<file path="src/rtl/sercom9_pkg.sv">
package sercom9_pkg;
  typedef struct packed {
    logic fmt8;
    logic mp_en;
    logic rx_en;
    logic tx_b9;
    logic rx_b9;
    logic tx_flag;
    logic rx_flag;
  } ctrl_t;
endpackage

</file>
<file path="src/rtl/sercom9_tx.sv">
module sercom9_tx #(
  parameter int OSR = 16,
  parameter int DW  = 8
) (
  input  logic          clk,
  input  logic          rst_n,
  input  logic          tick,
  input  logic          load,
  input  logic          nine,
  input  logic          b9,
  input  logic [DW-1:0] din,
  output logic          txd,
  output logic          busy,
  output logic          done
);
  localparam int FW = DW + 3;
  localparam int CW = $clog2(OSR);
  localparam int NW = $clog2(FW + 1);

  logic          busy_q, busy_d;
  logic [FW-1:0] sh_q, sh_d;
  logic [CW-1:0] cnt_q, cnt_d;
  logic [NW-1:0] left_q, left_d;
  logic          bit_end;

  always_comb begin
    busy_d  = busy_q;
    sh_d    = sh_q;
    cnt_d   = cnt_q;
    left_d  = left_q;
    bit_end = busy_q && tick && (cnt_q == CW'(OSR - 1));
    done    = bit_end && (left_q == NW'(1));
    if (!busy_q && load) begin
      busy_d = 1'b1;
      sh_d   = {1'b1, (nine ? b9 : 1'b1), din, 1'b0};
      cnt_d  = '0;
      left_d = nine ? NW'(DW + 3) : NW'(DW + 2);
    end else if (busy_q && tick) begin
      cnt_d = cnt_q + 1'b1;
      if (bit_end) begin
        cnt_d  = '0;
        sh_d   = {1'b1, sh_q[FW-1:1]};
        left_d = left_q - 1'b1;
        if (left_q == NW'(1)) busy_d = 1'b0;
      end
    end
  end

  always_ff @(posedge clk or negedge rst_n) begin
    if (!rst_n) begin
      busy_q <= 1'b0;
      sh_q   <= '1;
      cnt_q  <= '0;
      left_q <= '0;
    end else begin
      busy_q <= busy_d;
      sh_q   <= sh_d;
      cnt_q  <= cnt_d;
      left_q <= left_d;
    end
  end

  assign txd  = busy_q ? sh_q[0] : 1'b1;
  assign busy = busy_q;

  // the frame always ends while the stop level is on the line
  assert_stop_at_end_R2: assert property (@(posedge clk) disable iff (!rst_n)
    done |-> txd);
  // the shifter only moves at bit boundaries once a frame is under way
  assert_busy_ignores_load_R5: assert property (@(posedge clk) disable iff (!rst_n)
    (busy_q && !bit_end) |=> $stable(sh_q));
endmodule

</file>
<file path="src/rtl/sercom9_rx.sv">
module sercom9_rx #(
  parameter int OSR = 16,
  parameter int DW  = 8
) (
  input  logic          clk,
  input  logic          rst_n,
  input  logic          tick,
  input  logic          rxd,
  input  logic          en,
  input  logic          nine,
  output logic          fin,
  output logic [DW-1:0] data,
  output logic          ninth,
  output logic          stop,
  output logic          idle
);
  localparam int CW  = $clog2(OSR);
  localparam int IW  = $clog2(DW + 3);
  localparam int MID = OSR / 2;

  logic [1:0]    sync_q;
  logic          line, maj;
  logic          run_q, run_d;
  logic [CW-1:0] cnt_q, cnt_d;
  logic [IW-1:0] idx_q, idx_d, stop_idx;
  logic          sa_q, sa_d, sb_q, sb_d;
  logic [DW-1:0] sh_q, sh_d;
  logic          nin_q, nin_d, stp_q, stp_d, fin_q, fin_d;

  assign line     = sync_q[1];
  assign maj      = (sa_q & sb_q) | (sa_q & line) | (sb_q & line);
  assign stop_idx = nine ? IW'(DW + 2) : IW'(DW + 1);

  always_comb begin
    run_d = run_q;
    cnt_d = cnt_q;
    idx_d = idx_q;
    sa_d  = sa_q;
    sb_d  = sb_q;
    sh_d  = sh_q;
    nin_d = nin_q;
    stp_d = stp_q;
    fin_d = 1'b0;
    if (!run_q) begin
      if (en && !line) begin
        run_d = 1'b1;
        cnt_d = '0;
        idx_d = '0;
      end
    end else if (tick) begin
      cnt_d = cnt_q + 1'b1;
      if (cnt_q == CW'(MID - 1)) sa_d = line;
      if (cnt_q == CW'(MID))     sb_d = line;
      if (cnt_q == CW'(MID + 1)) begin
        if (idx_q == '0) begin
          if (maj) run_d = 1'b0;
        end else if (idx_q == stop_idx) begin
          run_d = 1'b0;
          fin_d = 1'b1;
          stp_d = maj;
        end else if (idx_q == IW'(DW + 1)) begin
          nin_d = maj;
        end else begin
          sh_d = {maj, sh_q[DW-1:1]};
        end
      end
      if (cnt_q == CW'(OSR - 1)) begin
        cnt_d = '0;
        idx_d = idx_q + 1'b1;
      end
    end
  end

  always_ff @(posedge clk or negedge rst_n) begin
    if (!rst_n) begin
      sync_q <= 2'b11;
      run_q  <= 1'b0;
      cnt_q  <= '0;
      idx_q  <= '0;
      sa_q   <= 1'b1;
      sb_q   <= 1'b1;
      sh_q   <= '0;
      nin_q  <= 1'b0;
      stp_q  <= 1'b1;
      fin_q  <= 1'b0;
    end else begin
      sync_q <= {sync_q[0], rxd};
      run_q  <= run_d;
      cnt_q  <= cnt_d;
      idx_q  <= idx_d;
      sa_q   <= sa_d;
      sb_q   <= sb_d;
      sh_q   <= sh_d;
      nin_q  <= nin_d;
      stp_q  <= stp_d;
      fin_q  <= fin_d;
    end
  end

  assign fin   = fin_q;
  assign data  = sh_q;
  assign ninth = nin_q;
  assign stop  = stp_q;
  assign idle  = !run_q;

  // with reception off, an idle receiver never starts a frame
  assert_off_stays_idle_R10: assert property (@(posedge clk) disable iff (!rst_n)
    (!run_q && !en) |=> !run_q);
  // a completion is a single pulse and leaves the receiver idle
  assert_fin_leaves_idle_R13: assert property (@(posedge clk) disable iff (!rst_n)
    fin_q |-> (!run_q && $past(run_q)));
endmodule

</file>
<file path="src/rtl/sercom9.sv">
module sercom9
  import sercom9_pkg::*;
#(
  parameter int OSR = 16,
  parameter int DW  = 8
) (
  input  logic          clk,
  input  logic          rst_n,
  input  logic          baud_tick,
  input  logic          wr_en,
  input  logic          wr_sel,
  input  logic [DW-1:0] wr_data,
  input  logic          rd_sel,
  output logic [DW-1:0] rd_data,
  output logic          txd,
  input  logic          rxd,
  output logic          irq
);
  ctrl_t         c_q, c_d;
  logic [DW-1:0] buf_q, buf_d;
  logic          tx_busy, tx_done;
  logic          rx_fin, rx_ninth, rx_stop, rx_idle;
  logic [DW-1:0] rx_data;
  logic          ctrl_wr, qualify, accept;
  logic [7:0]    ctrl_byte;

  sercom9_tx #(.OSR(OSR), .DW(DW)) u_tx (
    .clk(clk), .rst_n(rst_n), .tick(baud_tick),
    .load(wr_en && wr_sel), .nine(!c_q.fmt8), .b9(c_q.tx_b9),
    .din(wr_data), .txd(txd), .busy(tx_busy), .done(tx_done)
  );

  sercom9_rx #(.OSR(OSR), .DW(DW)) u_rx (
    .clk(clk), .rst_n(rst_n), .tick(baud_tick), .rxd(rxd),
    .en(c_q.rx_en), .nine(!c_q.fmt8), .fin(rx_fin), .data(rx_data),
    .ninth(rx_ninth), .stop(rx_stop), .idle(rx_idle)
  );

  assign ctrl_wr   = wr_en && !wr_sel;
  assign qualify   = c_q.fmt8 ? (!c_q.mp_en || rx_stop) : (!c_q.mp_en || rx_ninth);
  assign accept    = rx_fin && !c_q.rx_flag && qualify;
  assign ctrl_byte = {c_q.fmt8, 1'b0, c_q.mp_en, c_q.rx_en,
                      c_q.tx_b9, c_q.rx_b9, c_q.tx_flag, c_q.rx_flag};

  always_comb begin
    c_d   = c_q;
    buf_d = buf_q;
    if (ctrl_wr) begin
      c_d.fmt8    = wr_data[7];
      c_d.mp_en   = wr_data[5];
      c_d.rx_en   = wr_data[4];
      c_d.tx_b9   = wr_data[3];
      c_d.rx_b9   = wr_data[2];
      c_d.tx_flag = wr_data[1];
      c_d.rx_flag = wr_data[0];
    end
    if (tx_done) c_d.tx_flag = 1'b1;
    if (accept) begin
      c_d.rx_flag = 1'b1;
      c_d.rx_b9   = c_q.fmt8 ? rx_stop : rx_ninth;
      buf_d       = rx_data;
    end
  end

  always_ff @(posedge clk or negedge rst_n) begin
    if (!rst_n) begin
      c_q   <= '0;
      buf_q <= '0;
    end else begin
      c_q   <= c_d;
      buf_q <= buf_d;
    end
  end

  assign rd_data = rd_sel ? buf_q : DW'(ctrl_byte);
  assign irq     = c_q.tx_flag | c_q.rx_flag;

  // the transmit flag persists until software writes the control register
  assert_txflag_sticky_R3: assert property (@(posedge clk) disable iff (!rst_n)
    (c_q.tx_flag && !ctrl_wr) |=> c_q.tx_flag);
  // an unread byte is never replaced
  assert_full_keeps_buffer_R9: assert property (@(posedge clk) disable iff (!rst_n)
    (c_q.rx_flag && !ctrl_wr) |=> ($stable(buf_q) && $stable(c_q.rx_b9)));
  // with the filter on in nine-bit format, a new byte implies ninth bit 1
  assert_filter_nine_R11: assert property (@(posedge clk) disable iff (!rst_n)
    (!c_q.fmt8 && c_q.mp_en && !ctrl_wr && !c_q.rx_flag) |=> (!c_q.rx_flag || c_q.rx_b9));
endmodule

</file>
<file path="config.mk">
export PLATFORM = sky130hd
export DESIGN_NAME = sercom9
export DESIGN_NICKNAME = d
export VERILOG_FILES = /design/src/rtl/sercom9_pkg.sv /design/src/rtl/sercom9_tx.sv /design/src/rtl/sercom9_rx.sv /design/src/rtl/sercom9.sv
export SDC_FILE = /design/constraint.sdc
export NUM_CORES = 1
export LEC_CHECK = 0
export ABC_AREA = 1
export BUFFER_PORTS_ARGS = -buffer_cell sky130_fd_sc_hd__clkbuf_2
export CORE_MARGIN = 5
export CORE_UTILIZATION = 59
export DETAILED_ROUTE_END_ITERATION = 7
export PLACE_DENSITY = 0.83
export SLEW_MARGIN = 20
export SYNTH_ARGS = -nofsm -noshare
export SYNTH_HDL_FRONTEND = slang
export SYNTH_SLANG_ARGS = --single-unit
</file>
<file path="constraint.sdc">
create_clock -name clk -period 2.1 [get_ports clk]
set_clock_uncertainty 0.15 [all_clocks]
set_input_delay 0.105 -clock clk [delete_from_list [all_inputs] [get_ports clk]]
set_output_delay 0.105 -clock clk [all_outputs]
set_load 0.05 [all_outputs]
</file>
=== Word-level counts from Yosys, hierarchy flattened ===
Index checks and enable logic that the tools add are counted.

* Register bits: 59
* Bits of input ports: 15
* Word-level logic and storage cells: 120
* Output and inout bits: 10

* Multiplexer cells: 43
* Add/subtract/negate cells: 4
* Reductions and logical operators: 32
* Bitwise logic cells: 9
* Equal/unequal tests: 10

{| class="wikitable"
|+ Operators with widths
! operator !! number
|-
| two-way mux 4 bit || 13
|-
| two-way mux 11 bit || 3
|-
| two-way mux 1 bit || 24
|-
| == test 4 bit, second input constant || 5
|-
| adder 4 x 1 -> 4 bit, second input constant || 3
|-
| AND reduction 3 bit || 4
|-
| AND reduction 6 bit || 2
|-
| nonzero test 2 bit || 6
|-
| logical AND 1 bit || 9
|-
| two-way mux 8 bit || 1
|-
| logical NOT 1 bit || 5
|-
| AND reduction 5 bit || 1
|-
| == test 4 x 1 -> 1 bit, second input constant || 1
|-
| == test 4 x 3 -> 1 bit, second input constant || 1
|-
| == test 4 bit || 1
|-
| logical NOT 4 bit || 1
|-
| inequality test 2 bit, second input constant || 2
|-
| AND reduction 2 bit || 2
|-
| subtractor 4 x 1 -> 4 bit, second input constant || 1
|-
| AND 1 bit || 3
|-
| two-way mux 3 bit || 1
|-
| NOT 1 bit || 3
|-
| bitwise OR 1 bit || 3
|-
| logical OR 1 bit || 2
|-
| two-way mux 2 bit || 1
|}

=== Depth between registers and ports, before layout ===
Gate-level depths: netlist (run 1).

* Depth in word-level cells: 8
* Gate-level depth with buffers: 10
* Depth with buffers taken out: 10

=== By module ===
A second synthesis (run 1) with hierarchy kept.

* Cell total of the unflattened synthesis: 387
* Area total of the unflattened synthesis: 3056.7 µm²

{| class="wikitable"
|+ Modules (own cells, without submodules)
! module !! area each (µm²) !! instances !! cells each !! seq. area each (µm²)
|-
| sercom9_rx || 1209.9 || 1 || 142 || 606.8
|-
| sercom9_tx || 1057.3 || 1 || 147 || 488.0
|-
| sercom9 || 789.5 || 1 || 98 || 375.4
|}

=== Least setup slack after synthesis (run 1) ===
OpenSTA, ideal clock, no wires.

* Path type: register to output
* From: reg c_q[6] (netlist name)
* To: out rd_data[7]
* Cell stages (with the launch flop): 3
* Arrival time: 1.543 ns
* Data required time: 1.845 ns
* Setup slack: 0.302 ns
* Path buffers: 0
* Path through: dfrtp_1 > inv_2 > o21ai_0

* Longest elaborated chain between the ends: 1

{| class="wikitable"
|+ Ends and longest elaborated chain
! item !! RTL line !! text
|-
| start: declaration || sercom9.sv:19 || <nowiki>ctrl_t c_q, c_d;</nowiki>
|-
| start signal: assignment || sercom9.sv:67 || <nowiki>c_q <= '0;</nowiki>
|-
| start signal: assignment || sercom9.sv:70 || <nowiki>c_q <= c_d;</nowiki>
|-
| two-way mux 8 bit || sercom9.sv:75 || <nowiki>assign rd_data = rd_sel ? buf_q : DW'(ctrl_byte);</nowiki>
|-
| end: declaration || sercom9.sv:14 || <nowiki>output logic [DW-1:0] rd_data,</nowiki>
|}

No other way between the ends.

=== Final worst setup path (run 1) ===
* From: reg u_tx.busy_q, in the netlist u_tx.busy
* To: reg u_tx.left_q[2]

* Longest elaborated chain between the ends: 4
* Elaborated cells between the ends (all ways): 8
* Classes of those cells: 1 x mux; 7 x reduce/logical

{| class="wikitable"
|+ Ends and longest elaborated chain
! item !! RTL line !! text
|-
| start: declaration || sercom9_tx.sv:20 || <nowiki>logic busy_q, busy_d;</nowiki>
|-
| start signal: assignment || sercom9_tx.sv:56 || <nowiki>busy_q <= busy_d;</nowiki>
|-
| logical NOT 1 bit or logical AND 1 bit (tied branches) || sercom9_tx.sv:33, sercom9_tx.sv:31, sercom9_tx.sv:38 ||
|-
| logical AND 1 bit, on equally long branches || sercom9_tx.sv:33, sercom9_tx.sv:31 ||
|-
| nonzero test 2 bit (no source line) || -- ||
|-
| AND reduction 2 bit (no source line) || -- ||
|-
| end signal: assignment || sercom9_tx.sv:59 || <nowiki>left_q <= left_d;</nowiki>
|-
| end: declaration || sercom9_tx.sv:23 || <nowiki>logic [NW-1:0] left_q, left_d;</nowiki>
|}

Parallel ways exist; a longest one is shown, timed or not.
A chain may end at the register's enable or synchronous reset.

==> impl_summary.md, run 1 <==
Synth
In the synthesized netlist the async set-or-reset flop fraction comes to between 90% and 100%. The number of cells produced by synthesis is around 330. The most used flip-flop cell after synthesis is sky130_fd_sc_hd__dfrtp_1.

During synthesis, Yosys emitted a total of 0 warnings. The combinational family with the most area after synthesis is simple AND/OR/NAND/NOR gates. A synthesized cell averages 8.67 µm². The sequential fraction of the synthesis area is roughly 51%. The fraction of the mapped netlist area in compound gates is a little over an eighth.

The flop and latch count out of synthesis is 58. The number of synthesized flops with an enable pin is 0. Summing the areas of all fa, ha and maj instances in the mapped netlist gives 3.91% of the synthesized area. The number of nets in the synthesized netlist is approximately 360. The simple-gate area share of the yosys netlist is 22.4%.

Summing the areas of all xor and xnor instances in the mapped netlist gives between 1 and 1.5% of the synthesized area. Synthesis instantiated 34 different standard cells from the library. The multiplexer fraction of the synthesized cell area is less than 1%.

The cell area that synthesis handed to floorplanning was 2880 µm².

Worst setup path
The critical path required time is around 2.2 ns. In this run the number of cells on the critical path is 6. By startpoint and endpoint, the worst setup path is classified as reg -> reg. The critical path data arrival time is between 1.5 and 2 ns. Walking the worst path, the cells encountered are nor2_1 > nand2_2 > inv_2 > nor2_2 > nand2_1 > o31ai_1.

The cell family with the largest share of critical-path delay is simple AND/OR/NAND/NOR gates. The number of cells on the worst reg-to-reg path is 6. STA classifies the critical path endpoint as a flip-flop. The worst stage delay on the critical path is roughly 0.46 ns. The kind of start point of the critical path is a flip-flop.

Counting both buffers and inverters, the worst setup path holds a total of 1. Along the worst path, the maximum fanout reaches 17. The critical-path cell with the highest stage delay is sky130_fd_sc_hd__dfrtp_1.

Clocking
The later pin in the worst-skew pair is clocked with a latency of ~0.34 ns. The clock tree root buffer cell is sky130_fd_sc_hd__clkbuf_8. The clock edge transition at the registers on the reported setup and hold paths is about 0.070 ns. The number of buffers inserted to repair setup after CTS is 0. The post-CTS resize count is 0. The largest buffer count on any clock path is 2. The clock tree from TritonCTS is done. CTS saw 58 sinks. In this run, CTS created clock tree buffers numbering 9. The H-tree was split into 3 levels.

Drt
The vias after detailed routing is around 2300. Using the TritonRoute via totals, the vias-per-cell ratio works out to 5.20. In the final routed layout, each cell accounts on average for between 10 and 15 µm. The post-detailed-route count of antenna-violating nets is 0. The first detailed-routing pass ran for 4 iterations. The sum of routed wire length over all layers is about 5900 µm. For this run, design rule violations remaining after detail routing come to 0. In this run, the number of DRC markers left after iteration 0 of detailed routing was 144.

Timing
Setup repair after global routing left no endpoint under its margin. The slew of the pin with the lowest slew margin is 0.712 ns. For this run, the top clock speed supported by timing is ~560 MHz. Counting I/O delays and the setup requirement, the final critical path takes roughly 1.8 ns.

The share of the cycle needed by the critical path after routing is a little under nine tenths. The final total negative setup slack is 0 ns. The number of hold-slack violations in the final timing report is 0.

The number of max-slew violations in the final report was 0. In the post-route analysis, the smallest setup slack over all paths is slightly above 0.3 ns. Setup violations remaining at the end of the flow were counted as 0.

The worst pin sits at a relative slew slack of between 50 and 60%.

Die
The floorplan step set the die height to approximately 80 µm. The floorplan step defined a die boundary enclosing between 6000 and 7000 µm². The number of rows in the core area is 25.

The boundary pin count is 25. The die width is 79.9 µm. The area of the core is about 4700 µm². For this configuration, the core starts out at a cell density of 61.0%.

GRT
The total global routing track utilization is roughly a fifth. The pin count of the biggest net entering global routing is about 60. The total overflow left after global routing is 0.

The number of antenna violations at the first check in global routing is 0. The number of global-route vias before repair is 2317. The wire length of the first global-routing pass is around 10000 µm.

Finish
The relative area change from synthesis to final layout is 17.3%. The filler cell count is about 370. The number of diodes is 0. The share of final-layout standard cells stronger than drive strength 1 is between 20 and 25%. After the flow finishes, the layout carries non-filler instances totaling around 450. The design area is 3380 µm². In the layout the commonest cells are sky130_fd_sc_hd__nand2_1 (92), sky130_fd_sc_hd__dfrtp_1 (43), sky130_fd_sc_hd__o21ai_0 (42). For this run, the post-layout net count is 398. The library cell used most frequently in the layout, excluding fill and tap cells, is sky130_fd_sc_hd__nand2_1.

Placed design
The total of buffers placed on input and output ports is 24. Once placement finished, the instance area stood at between 3000 and 4000 µm². Routability-driven placement finished with a final weighted congestion of between 0.8 and 0.9.

Including well taps, the total number of placed cells is roughly 420. The HPWL after detailed placement is slightly below 4000 µm. The worst slack at placement is around 0.34 ns.

Worst hold path
Counting instances, the worst hold path has a depth of 5. The type of the worst min-delay path is in -> reg.

Power and ir drop
The peak ir drop on the vdd network is 0.558 mV. The static leakage is ~0.0016 µW. The post-route total power is 3610 µW. The power density of the placed cells is approximately 1100 nW/µm².

Outcome
The run finished with clean final reports.

Run
The reported max-cap violation count is 0.
sequential cells by signal, indices dropped and copies added (netlist names):
name / count
u_rx.sb_q: 1
u_rx.cnt_q: 4
u_rx.data: 8
u_tx.left_q: 4
u_tx.cnt_q: 4
u_tx.busy: 1
u_tx.sh_q: 10
u_rx.idx_q: 4
u_rx.run_q: 1
c_q: 7
u_rx.sa_q: 1
u_rx.fin: 1
u_rx.stop: 1
u_rx.ninth: 1
buf_q: 8
u_rx.sync_q: 2
worst paths after layout:
kind | slack (ns) | start | endpoint
worst max register to register | 0.31 | u_tx.busy | u_tx.left_q[2]
max in group asynchronous | 1.04 | rst_n | u_tx.left_q[2]
worst min-delay path | 0.08 | wr_en | u_tx.busy
min in group asynchronous | 0.29 | rst_n | buf_q[7]
worst min register to register | 0.21 | u_rx.sync_q[0] | u_rx.sync_q[1]
worst max-delay path | 0.31 | u_tx.busy | u_tx.left_q[2]
cells in the mapped netlist (2+ instances only):
| cell type | count | share of area (%) |
|---|---|---|
| sky130_fd_sc_hd__nand2_1 | 92 | 12 |
| sky130_fd_sc_hd__o211ai_1 | 3 | 0.78 |
| sky130_fd_sc_hd__o22ai_1 | 2 | 0.43 |
| sky130_fd_sc_hd__o21ai_2 | 8 | 2.4 |
| sky130_fd_sc_hd__or2_2 | 2 | 0.43 |
| sky130_fd_sc_hd__clkbuf_1 | 2 | 0.26 |
| sky130_fd_sc_hd__mux2_2 | 2 | 0.78 |
| sky130_fd_sc_hd__buf_6 | 3 | 1.2 |
| sky130_fd_sc_hd__dfrtp_1 | 43 | 37 |
| sky130_fd_sc_hd__nor3_1 | 2 | 0.35 |
| sky130_fd_sc_hd__dfstp_2 | 15 | 14 |
| sky130_fd_sc_hd__a21oi_1 | 6 | 1.0 |
| sky130_fd_sc_hd__nand2_2 | 5 | 1.1 |
| sky130_fd_sc_hd__nand3_4 | 2 | 1.2 |
| sky130_fd_sc_hd__o21ai_0 | 42 | 7.3 |
| sky130_fd_sc_hd__inv_1 | 41 | 5.3 |
| sky130_fd_sc_hd__o21ai_1 | 2 | 0.35 |
| sky130_fd_sc_hd__nor2_1 | 18 | 2.3 |
| sky130_fd_sc_hd__nand3_1 | 14 | 2.4 |
| sky130_fd_sc_hd__xor2_1 | 3 | 0.91 |
| sky130_fd_sc_hd__ha_1 | 9 | 3.9 |
| sky130_fd_sc_hd__inv_2 | 3 | 0.39 |
| sky130_fd_sc_hd__nor2_4 | 2 | 0.78 |
layer usage:
layer / track usage (%) / vias up / part of all wire [%]
met5: 0 / - / 0
met4: 11.0 / 0 / 2.2
met3: 4.74 / 15 / 4.2
met2: 34.1 / 49 / 50
met1: 26.5 / 1104 / 44
li1: - / 1152 / -
repair_timing:
action                                 4_1_cts  5_1_grt
hold buffers                                12        0
endpoints found under the hold margin       62        0
setup endpoints to repair                    0        0
through the flow:
stage                     hold WS (ns)  util (%)
after detailed placement        0.0442      64.5
after global placement          0.0431      64.5
after floorplan                 -0.341         -
final                           0.0785      71.5
after global routing            0.0937      71.5
after CTS                       0.0699      71.5
power breakdown:
group          total [µW]  switching, µW  internal (µW)
clock                1100            457            643
combinational         873            557            316
sequential           1640            201           1440
logic make-up after synthesis:
group / Yosys count
buffers and inverters: 51
AND/OR/NAND/NOR: 142
adder cells (fa/ha/maj): 9
multiplexers: 2
flip-flops: 58
XOR/XNOR: 4
AO/OA/AOI/OAI: 66
layout make-up:
class	count	area, µm²	share of cell area [%]
Clock buffer	12	165	4.89
Clock inverter	4	48.8	1.44
Inverter	45	170	5.04
Multi-Input combinational cell	223	1190	35.3
Sequential cell	58	1470	43.5
Tap cell	67	83.8	2.48
Timing Repair Buffer	37	248	7.33
worst register-to-register path, cell delays in order, from the launching register on:
cell	delay (ns)
sky130_fd_sc_hd__dfrtp_1	0.46
sky130_fd_sc_hd__nor2_1	0.09
sky130_fd_sc_hd__nand2_2	0.19
sky130_fd_sc_hd__inv_2	0.18
sky130_fd_sc_hd__nor2_2	0.42
sky130_fd_sc_hd__nand2_1	0.12
sky130_fd_sc_hd__o31ai_1	0.10
Power figures use the tool's default switching activity.
==> run 2, diff against run 1 <==
- CORE_UTILIZATION: 59 -> 40
- PLACE_DENSITY: 0.83 -> 0.61
==> run 2 against run 1 <==
Effect of this change: register-to-register slack gained 0.06 ns; count of clock-buffer cells in the layout shrank 1; global-route usage shrank 6.8 points; critical endpoint is now u_tx.left_q[1].
==> impl_summary.md, run 2 (synthesis results as in run 1) <==
Outcome
The flow ran to the end, and the final reports show no timing, DRC or antenna violations.

Die
The die area is 8990 µm² (+41%). The area of the core is 7140 µm² (+51%). The boundary pin count is 25 (unchanged). The number of rows in the core area came to 31 (+24%).

The height of the die is 94.8 µm (+19%). The starting density of the core was 40.3% (-21 points). The die width is 94.8 µm (+19%).

Drt
The detailed-route DRC error count is 0 (unchanged). The average via count per standard cell came to 4.58 (-12%). The number of detailed-route iterations in the first pass is 4 (unchanged). The post-detailed-route count of antenna-violating nets is 0 (unchanged). The vias after detailed routing was 2187 (-5.7%).

The sum of routed wire length over all layers is 5670 µm (-3.2%). The routed wirelength normalized by instance count is 11.9 µm (-9.7%). The starting DRC count in detailed routing is 84 (-42%).

Clocking
The H-tree depth is 3 (unchanged). The tree is rooted in a sky130_fd_sc_hd__clkbuf_8. The clock edge transition at the registers on the reported setup and hold paths is 0.07 ns (about the same).

The number of buffers inserted for hold repair after clock tree synthesis is 12 (unchanged). The clock tree from TritonCTS is done. The number of clock sinks seen by CTS was 58 (unchanged).

The number of buffers inserted to repair setup after CTS is 0 (unchanged). The post-CTS resize count is 0 (unchanged). The largest buffer count on any clock path is 2 (unchanged). The number of buffers added by the clock tree synthesis step is 9 (unchanged). The clock latency at the later pin of the worst-skew pair was 0.34 ns (about the same).

Finish
The most frequent standard cell in the layout excluding fill and tap cells is sky130_fd_sc_hd__nand2_1. The filler cell count is 720 (+97%). The number of flip-flops under the largest register name is 10 (unchanged). The number of nets in the final layout is 398 (unchanged). The number of diodes was 0 (unchanged). The relative area change from synthesis to final layout is 17.7%. The design area is 3390 µm² (+0.30%). The register with the most flip-flops is u_tx.sh_q. The area of the multi-input gates is 1190 µm² (unchanged).

The number of non-filler instances in the completed layout is 478 (+7.2%). The share of final-layout standard cells stronger than drive strength 1 came to 22.2% (-0.26 points). The sequential cell area was 1470 µm² (unchanged).

The library cells used most frequently in the layout, excluding fill and tap cells, are sky130_fd_sc_hd__nand2_1 (92), sky130_fd_sc_hd__dfrtp_1 (43), sky130_fd_sc_hd__o21ai_0 (42).

Placed design
The placer congestion estimate is 0.771 (-4.2%). The detailed placement HPWL is 4140 µm (+5.1%). The total of buffers placed on input and output ports is 24 (unchanged).

The post-detailed-placement cell area is 3100 µm² (+1.7%). The number of cells in the design after placement is 450 (+7.7%).

Power and ir drop
The static leakage is 0.00159 µW (-1.4%). The post-route total power is 3390 µW (-6.3%). The peak ir drop on the vdd network is 0.360 mV (-36%). The power density of the placed cells was 1000 nW/µm² (-6.5%).

Worst setup path
STA classifies the critical path startpoint as a flip-flop. The worst stage delay on the critical path is 0.43 ns (-0.03 ns). The critical-path cell with the highest stage delay is sky130_fd_sc_hd__dfrtp_1.

The type of element capturing the critical path is a flip-flop. The worst setup path category is reg -> reg. The critical path data arrival time was 1.83 ns (-0.05 ns). The critical path goes through nor2_1 > nand2_2 > inv_2 > nor2_2 > nand2_1 > o211ai_1. The reg-to-reg critical path startpoint is u_tx.busy. The critical path required time came to 2.20 ns (about the same). In this run the worst setup path begins at u_tx.busy.

The largest fanout of any net on the critical path came to 17 (unchanged).

Worst hold path
The tightest min-delay check is of the in -> reg type. The worst hold path begins at wr_en.

Timing
The final critical path time including I/O delays and setup is 1.73 ns (-0.0648 ns). The worst max-slew margin expressed relative to the limit is 58.5% (+6.0 points). The final total negative setup slack was 0 ns (unchanged). The share of the cycle needed by the critical path after routing was 82.3% (-3.1 points). The fmax is 579 MHz (+3.8%). The final setup violation count came to 0 (unchanged). The worst-case hold slack is 0.0983 ns (+0.0198 ns). The number of hold-slack violations in the final timing report came to 0 (unchanged). Setup repair after global routing left no endpoint under its margin. The number of max-slew violations in the final report is 0 (unchanged). The slew of the pin with the lowest slew margin came to 0.616 ns (-0.0966 ns).

GRT
The number of global-route vias before repair was 2094 (-9.6%). The total global routing track utilization is 14.3% (-6.8 points). The wire length of the first global-routing pass was 9790 µm (-5.5%). The number of antenna violations at the first check in global routing is 0 (unchanged).

The pin count of the biggest net entering global routing came to 39 (-34%). The total congestion overflow is 0 (unchanged).

Run
The reported max-cap violation count is 0 (unchanged).
-- run 2: cell count changes in the layout (fill, tap and decap cells not counted), sizes merged --
cell and delta:
clkinvlp +2, bufinv -1, clkbuf -1
-- run 2: metrics by stage --
stage | utilization [%] | setup WS (ns)
5_1_grt | 47.5 | 0.178
3_5_place_dp | 43.4 | 0.360
6_report | 47.5 | 0.372
3_3_place_gp | 43.4 | 0.408
2_1_floorplan | - | 0.302
4_1_cts | 47.5 | 0.372
-- run 2: critical path: cells and delay by family, from the launching register on --
kind,cells,cell delay (ns)
and+or+nand+nor,4,0.78
buffers and inverters,1,0.17
AOI/OAI and AO/OA,1,0.11
DFF,1,0.43
-- run 2: power by group --
part | switching [µW] | leakage [µW] | total (µW) | internal [µW]
Combinational | 541 | 0.000802 | 858 | 317
Sequential | 192 | 0.000705 | 1630 | 1440
Clock | 445 | 0.0000851 | 898 | 453
Total | 1180 | 0.00159 | 3390 | 2210
-- run 2: layout make-up --
cell class | count | area share (%)
multi-input cells | 223 | 35.2
repair buffers | 37 | 7.68
well taps | 99 | 3.66
inverters | 45 | 5.02
clock inverters | 5 | 0.886
flip-flops and latches | 58 | 43.4
clock buffers | 11 | 4.17
-- run 2: worst paths after layout --
path                                   to  slack [ns]  depth (start not counted)
max in group asynchronous    u_tx.sh_q[3]        1.02                          3
max reg2reg                u_tx.left_q[1]        0.37                          6
min reg2reg                u_rx.sync_q[1]        0.21                          0
min                             u_tx.busy         0.1                          5
min in group asynchronous  u_tx.left_q[2]        0.13                          2
max                        u_tx.left_q[1]        0.37                          6
-- run 2: routing by layer --
metal | track usage [%] | share of wire (%) | up-vias
met5 | 0 | 0 | -
met4 | 7.21 | 2.1 | 0
met3 | 3.82 | 3.5 | 11
met2 | 22.3 | 45 | 28
met1 | 18.4 | 49 | 1003
li1 | - | - | 1145
==> run 3, diff against run 2 <==
- ABC_AREA: 1 -> 0
- clock period: 2.1 -> 1.6 ns (I/O delays scaled with it)
==> run 3 against run 2 <==
Effect of this change: the flow now finishes with violations (negative setup slack); critical path depth did not move; utilization grew 10 points; routed wire length is 7.1% higher; clock power increased by 54%; count of clock-buffer cells in the layout unchanged; cell count down 9.4%; largest cell class is now multi-input gates; largest power group unchanged; highest routed layer unchanged.
==> impl_summary.md, run 3 <==
Outcome
The run finished, with violations left. The final reports fail on negative setup slack.

Synth
The mean instance size in the synthesized netlist is 11.1 µm² (+28%). The leading cell type by number of instances after synthesis is sky130_fd_sc_hd__dfrtp_1. The commonest cells after synthesis are sky130_fd_sc_hd__dfrtp_1 (43), sky130_fd_sc_hd__mux2_2 (31), sky130_fd_sc_hd__nand2_1 (28), sky130_fd_sc_hd__nor2_1 (22), sky130_fd_sc_hd__dfstp_2 (15). The share of flip-flops with an asynchronous set or reset is 100% (unchanged). The xor/xnor cell area share of the yosys netlist was 2.18% (+0.96 points). The dominant cell type by area after synthesis is sky130_fd_sc_hd__dfrtp_1. The number of synthesized flops with an enable pin is 0 (unchanged). By area, the combinational part of the netlist is dominated by simple AND/OR/NAND/NOR gates. The top-area cell type share of the netlist area was 38.2% (+0.86 points). Yosys attributes the largest share of cell area to sky130_fd_sc_hd__dfrtp_1 (38%), sky130_fd_sc_hd__dfstp_2 (14%), sky130_fd_sc_hd__mux2_2 (12%). The total nets after synthesis was 277 (-22%).

The multiplexer fraction of the synthesized cell area is 13.8% (+13 points). The simple-gate area share of the yosys netlist is 16.4% (-6.0 points). The sequential fraction of the synthesis area was 52.2% (+1.2 points). The most used flip-flop cell after synthesis is sky130_fd_sc_hd__dfrtp_1. The number of warnings printed during yosys synthesis is 0 (unchanged). The flop and latch count out of synthesis was 58 (unchanged).

The fraction of the mapped netlist area in compound gates is 8.00% (-5.1 points). The post-synthesis share of cell area spent on full adders, half adders and majority gates is 4.36% (+0.45 points). The number of different library cells in the post-synthesis netlist is 45 (+32%). The netlist area before placement is 2810 µm² (-2.3%). The number of cells produced by synthesis came to 253 (-24%).

GRT
The total global routing track utilization was 15.0% (+0.63 points). The wire length of the first global-routing pass is 10200 µm (+4.4%). The number of global-route vias before repair was 2183 (+4.3%). The number of antenna violations at the first check in global routing is 0 (unchanged). The pin count of the biggest net entering global routing came to 59 (+51%).

The total congestion overflow is 0 (unchanged).

Worst hold path
The end point of the most critical hold path is u_tx.sh_q[0]. The type of the worst min-delay path is in -> reg. The source of the worst hold timing path is wr_sel.

The number of instances on the worst hold path came to 5 (unchanged).

Drt
The vias after detailed routing came to 2130 (-2.6%). The sum of routed wire length over all layers is 6070 µm (+7.1%). The starting DRC count in detailed routing is 40 (-52%). The post-detailed-route count of antenna-violating nets came to 0 (unchanged). The routed wirelength normalized by instance count is 14.0 µm (+18%). The average via count per standard cell is 4.92 (+7.5%). The number of detailed-route iterations in the first pass is 4 (unchanged). The detailed-route DRC error count came to 0 (unchanged).

Placed design
The placer congestion estimate came to 0.762 (-1.1%). The detailed placement HPWL is 4060 µm (-1.8%). The post-detailed-placement cell area was 3350 µm² (+8.1%).

The worst slack at placement is -0.229 ns (-0.589 ns). The total of buffers placed on input and output ports is 24 (unchanged).

Timing
The slew of the pin with the lowest slew margin came to 0.436 ns (-0.180 ns). The final setup violation count is 25 (+25). The share of the cycle needed by the critical path after routing is 113% (+30 points). The number of hold-slack violations in the final timing report was 0 (unchanged). The worst max-slew margin expressed relative to the limit is 70.9% (+12 points).

The number of max-slew violations in the final report is 0 (unchanged). Setup repair after global routing could not meet its margin everywhere. The worst-case hold slack is 0.0430 ns (-0.0553 ns). The fmax is 555 MHz (-4.1%). The worst-case setup margin in the final layout is -0.202 ns (-0.574 ns). The final critical path time including I/O delays and setup is 1.80 ns (+0.0739 ns).

Worst setup path
The critical path is of the reg -> reg type. The critical path data arrival time came to 1.87 ns (+0.04 ns). The largest fanout of any net on the critical path came to 8 (-9). In this run the critical register-to-register path is launched from u_rx.cnt_q[1]. The minimum setup slack among reg-to-reg paths is -0.20 ns (-0.57 ns). The number of cells on the worst reg-to-reg path is 6 (unchanged). STA classifies the critical path startpoint as a flip-flop.

The critical path required time was 1.66 ns (-0.54 ns). The endpoint identified for the worst register-to-register timing path is u_rx.data[0]. The type of element capturing the critical path is a flip-flop.

Finish
The number of nets in the final layout came to 356 (-11%). The design area is 3930 µm² (+16%). The filler cell count is 595 (-17%). The number of diodes is 0 (unchanged).

The share of final-layout standard cells stronger than drive strength 1 came to 47.8% (+26 points). The area of the multi-input gates is 1480 µm² (+24%). The library cell used most frequently in the layout, excluding fill and tap cells, is sky130_fd_sc_hd__dfrtp_1.

The number of flip-flops under the largest register name is 10 (unchanged). The register with the most flip-flops is u_tx.sh_q. The relative area change from synthesis to final layout is 39.6%. The final cell utilization of the core came to 57.5% (+10 points). The sequential cell area is 1470 µm² (about the same). In the layout the commonest cells are sky130_fd_sc_hd__dfrtp_1 (42), sky130_fd_sc_hd__buf_4 (40), sky130_fd_sc_hd__nand2_1 (27).

Clocking
The number of clock sinks seen by CTS is 58 (unchanged). The clock edge transition at the registers on the reported setup and hold paths is 0.07 ns (about the same). TritonCTS built the clock tree. The clock latency at the later pin of the worst-skew pair is 0.33 ns (about the same). The clock tree root buffer cell is sky130_fd_sc_hd__clkbuf_8. The number of buffers added by the clock tree synthesis step was 9 (unchanged). The H-tree depth is 3 (unchanged). The largest buffer count on any clock path came to 2 (unchanged).

Die
The die width is 93.9 µm (-1.0%). The area of the core is 6830 µm² (-4.3%). The boundary pin count is 25 (unchanged). The height of the die is 93.9 µm (-1.0%). The starting density of the core is 41.2% (+0.85 points).

The number of rows in the core area is 30 (-3.2%). The die area is 8810 µm² (-2.0%).

Power and ir drop
The static leakage is 0.00183 µW (+15%). The peak ir drop on the vdd network was 0.519 mV (+44%). The power density of the placed cells is 1290 nW/µm² (+29%).

Run
The reported max-cap violation count is 0 (unchanged).
[run 3: worst max-delay path, cell delays in order, from the launching register on]
cell	delay (ns)
sky130_fd_sc_hd__dfrtp_1	0.39
sky130_fd_sc_hd__inv_2	0.08
sky130_fd_sc_hd__ha_4	0.12
sky130_fd_sc_hd__nand4b_1	0.16
sky130_fd_sc_hd__nor2_2	0.16
sky130_fd_sc_hd__o221a_4	0.30
sky130_fd_sc_hd__mux2_4	0.32
[run 3: cells by family after synthesis]
logic type                 count (synthesis)
and+or+nand+nor                           88
DFF                                       58
muxes                                     35
AOI/OAI and AO/OA                         34
buffers and inverters                     21
adders and majority gates                 10
xor gates and xnor gates                   7
[run 3: per-stage QoR]
step	total power, µW	setup TNS (ns)	cells
2_1_floorplan	2900	-1.53	253
3_3_place_gp	3420	-3.19	397
3_5_place_dp	3460	-3.68	397
4_1_cts	5050	-2.43	431
5_1_grt	5400	-4.05	433
6_report	5080	-2.56	433
[run 3: layout make-up]
cell class                 count  share of cell area, %
timing repair buffer          79                   15.7
clock buffer                  11                   3.89
clock inverter                 5                   1.34
multi-input combinational    175                   37.7
inverter                       9                  0.860
sequential                    58                   37.5
tap                           96                   3.06
[run 3: what timing repair did]
action / in CTS / in global routing
gates resized for setup: 33 / 23
cloned: 1 / 0
endpoints found under the hold margin: 76 / 0
hold buffers: 11 / 0
setup buffers: 7 / 5
endpoints found under the setup margin: 28 / 35
pin swaps: 8 / 11
[run 3: metal layers]
layer | GRT usage, % | vias up | share of wire, %
met5 | 0 | - | 0
met3 | 4.49 | 11 | 3.4
met4 | 5.42 | 0 | 1.4
li1 | - | 1046 | -
met2 | 24.6 | 29 | 49
met1 | 18.5 | 1044 | 46
[run 3: power breakdown]
| part | switching, µW | internal, µW |
|---|---|---|
| clock | 574 | 805 |
| combinational | 818 | 799 |
| sequential | 231 | 1860 |
| total | 1620 | 3460 |
[run 3: worst max path at each step]
stage                  startpoint           end  slack [ns]  cells after the start
finish              u_rx.cnt_q[1]  u_rx.data[0]       -0.20                      6
floorplan           u_rx.idx_q[0]  u_rx.data[0]       -0.18                      7
global route        u_rx.cnt_q[1]    u_rx.ninth       -0.28                      7
CTS                 u_rx.cnt_q[1]  u_rx.data[0]       -0.20                      6
detailed placement  u_rx.idx_q[0]  u_rx.data[6]       -0.23                      7
global placement    u_rx.idx_q[0]  u_rx.data[5]       -0.19                      7
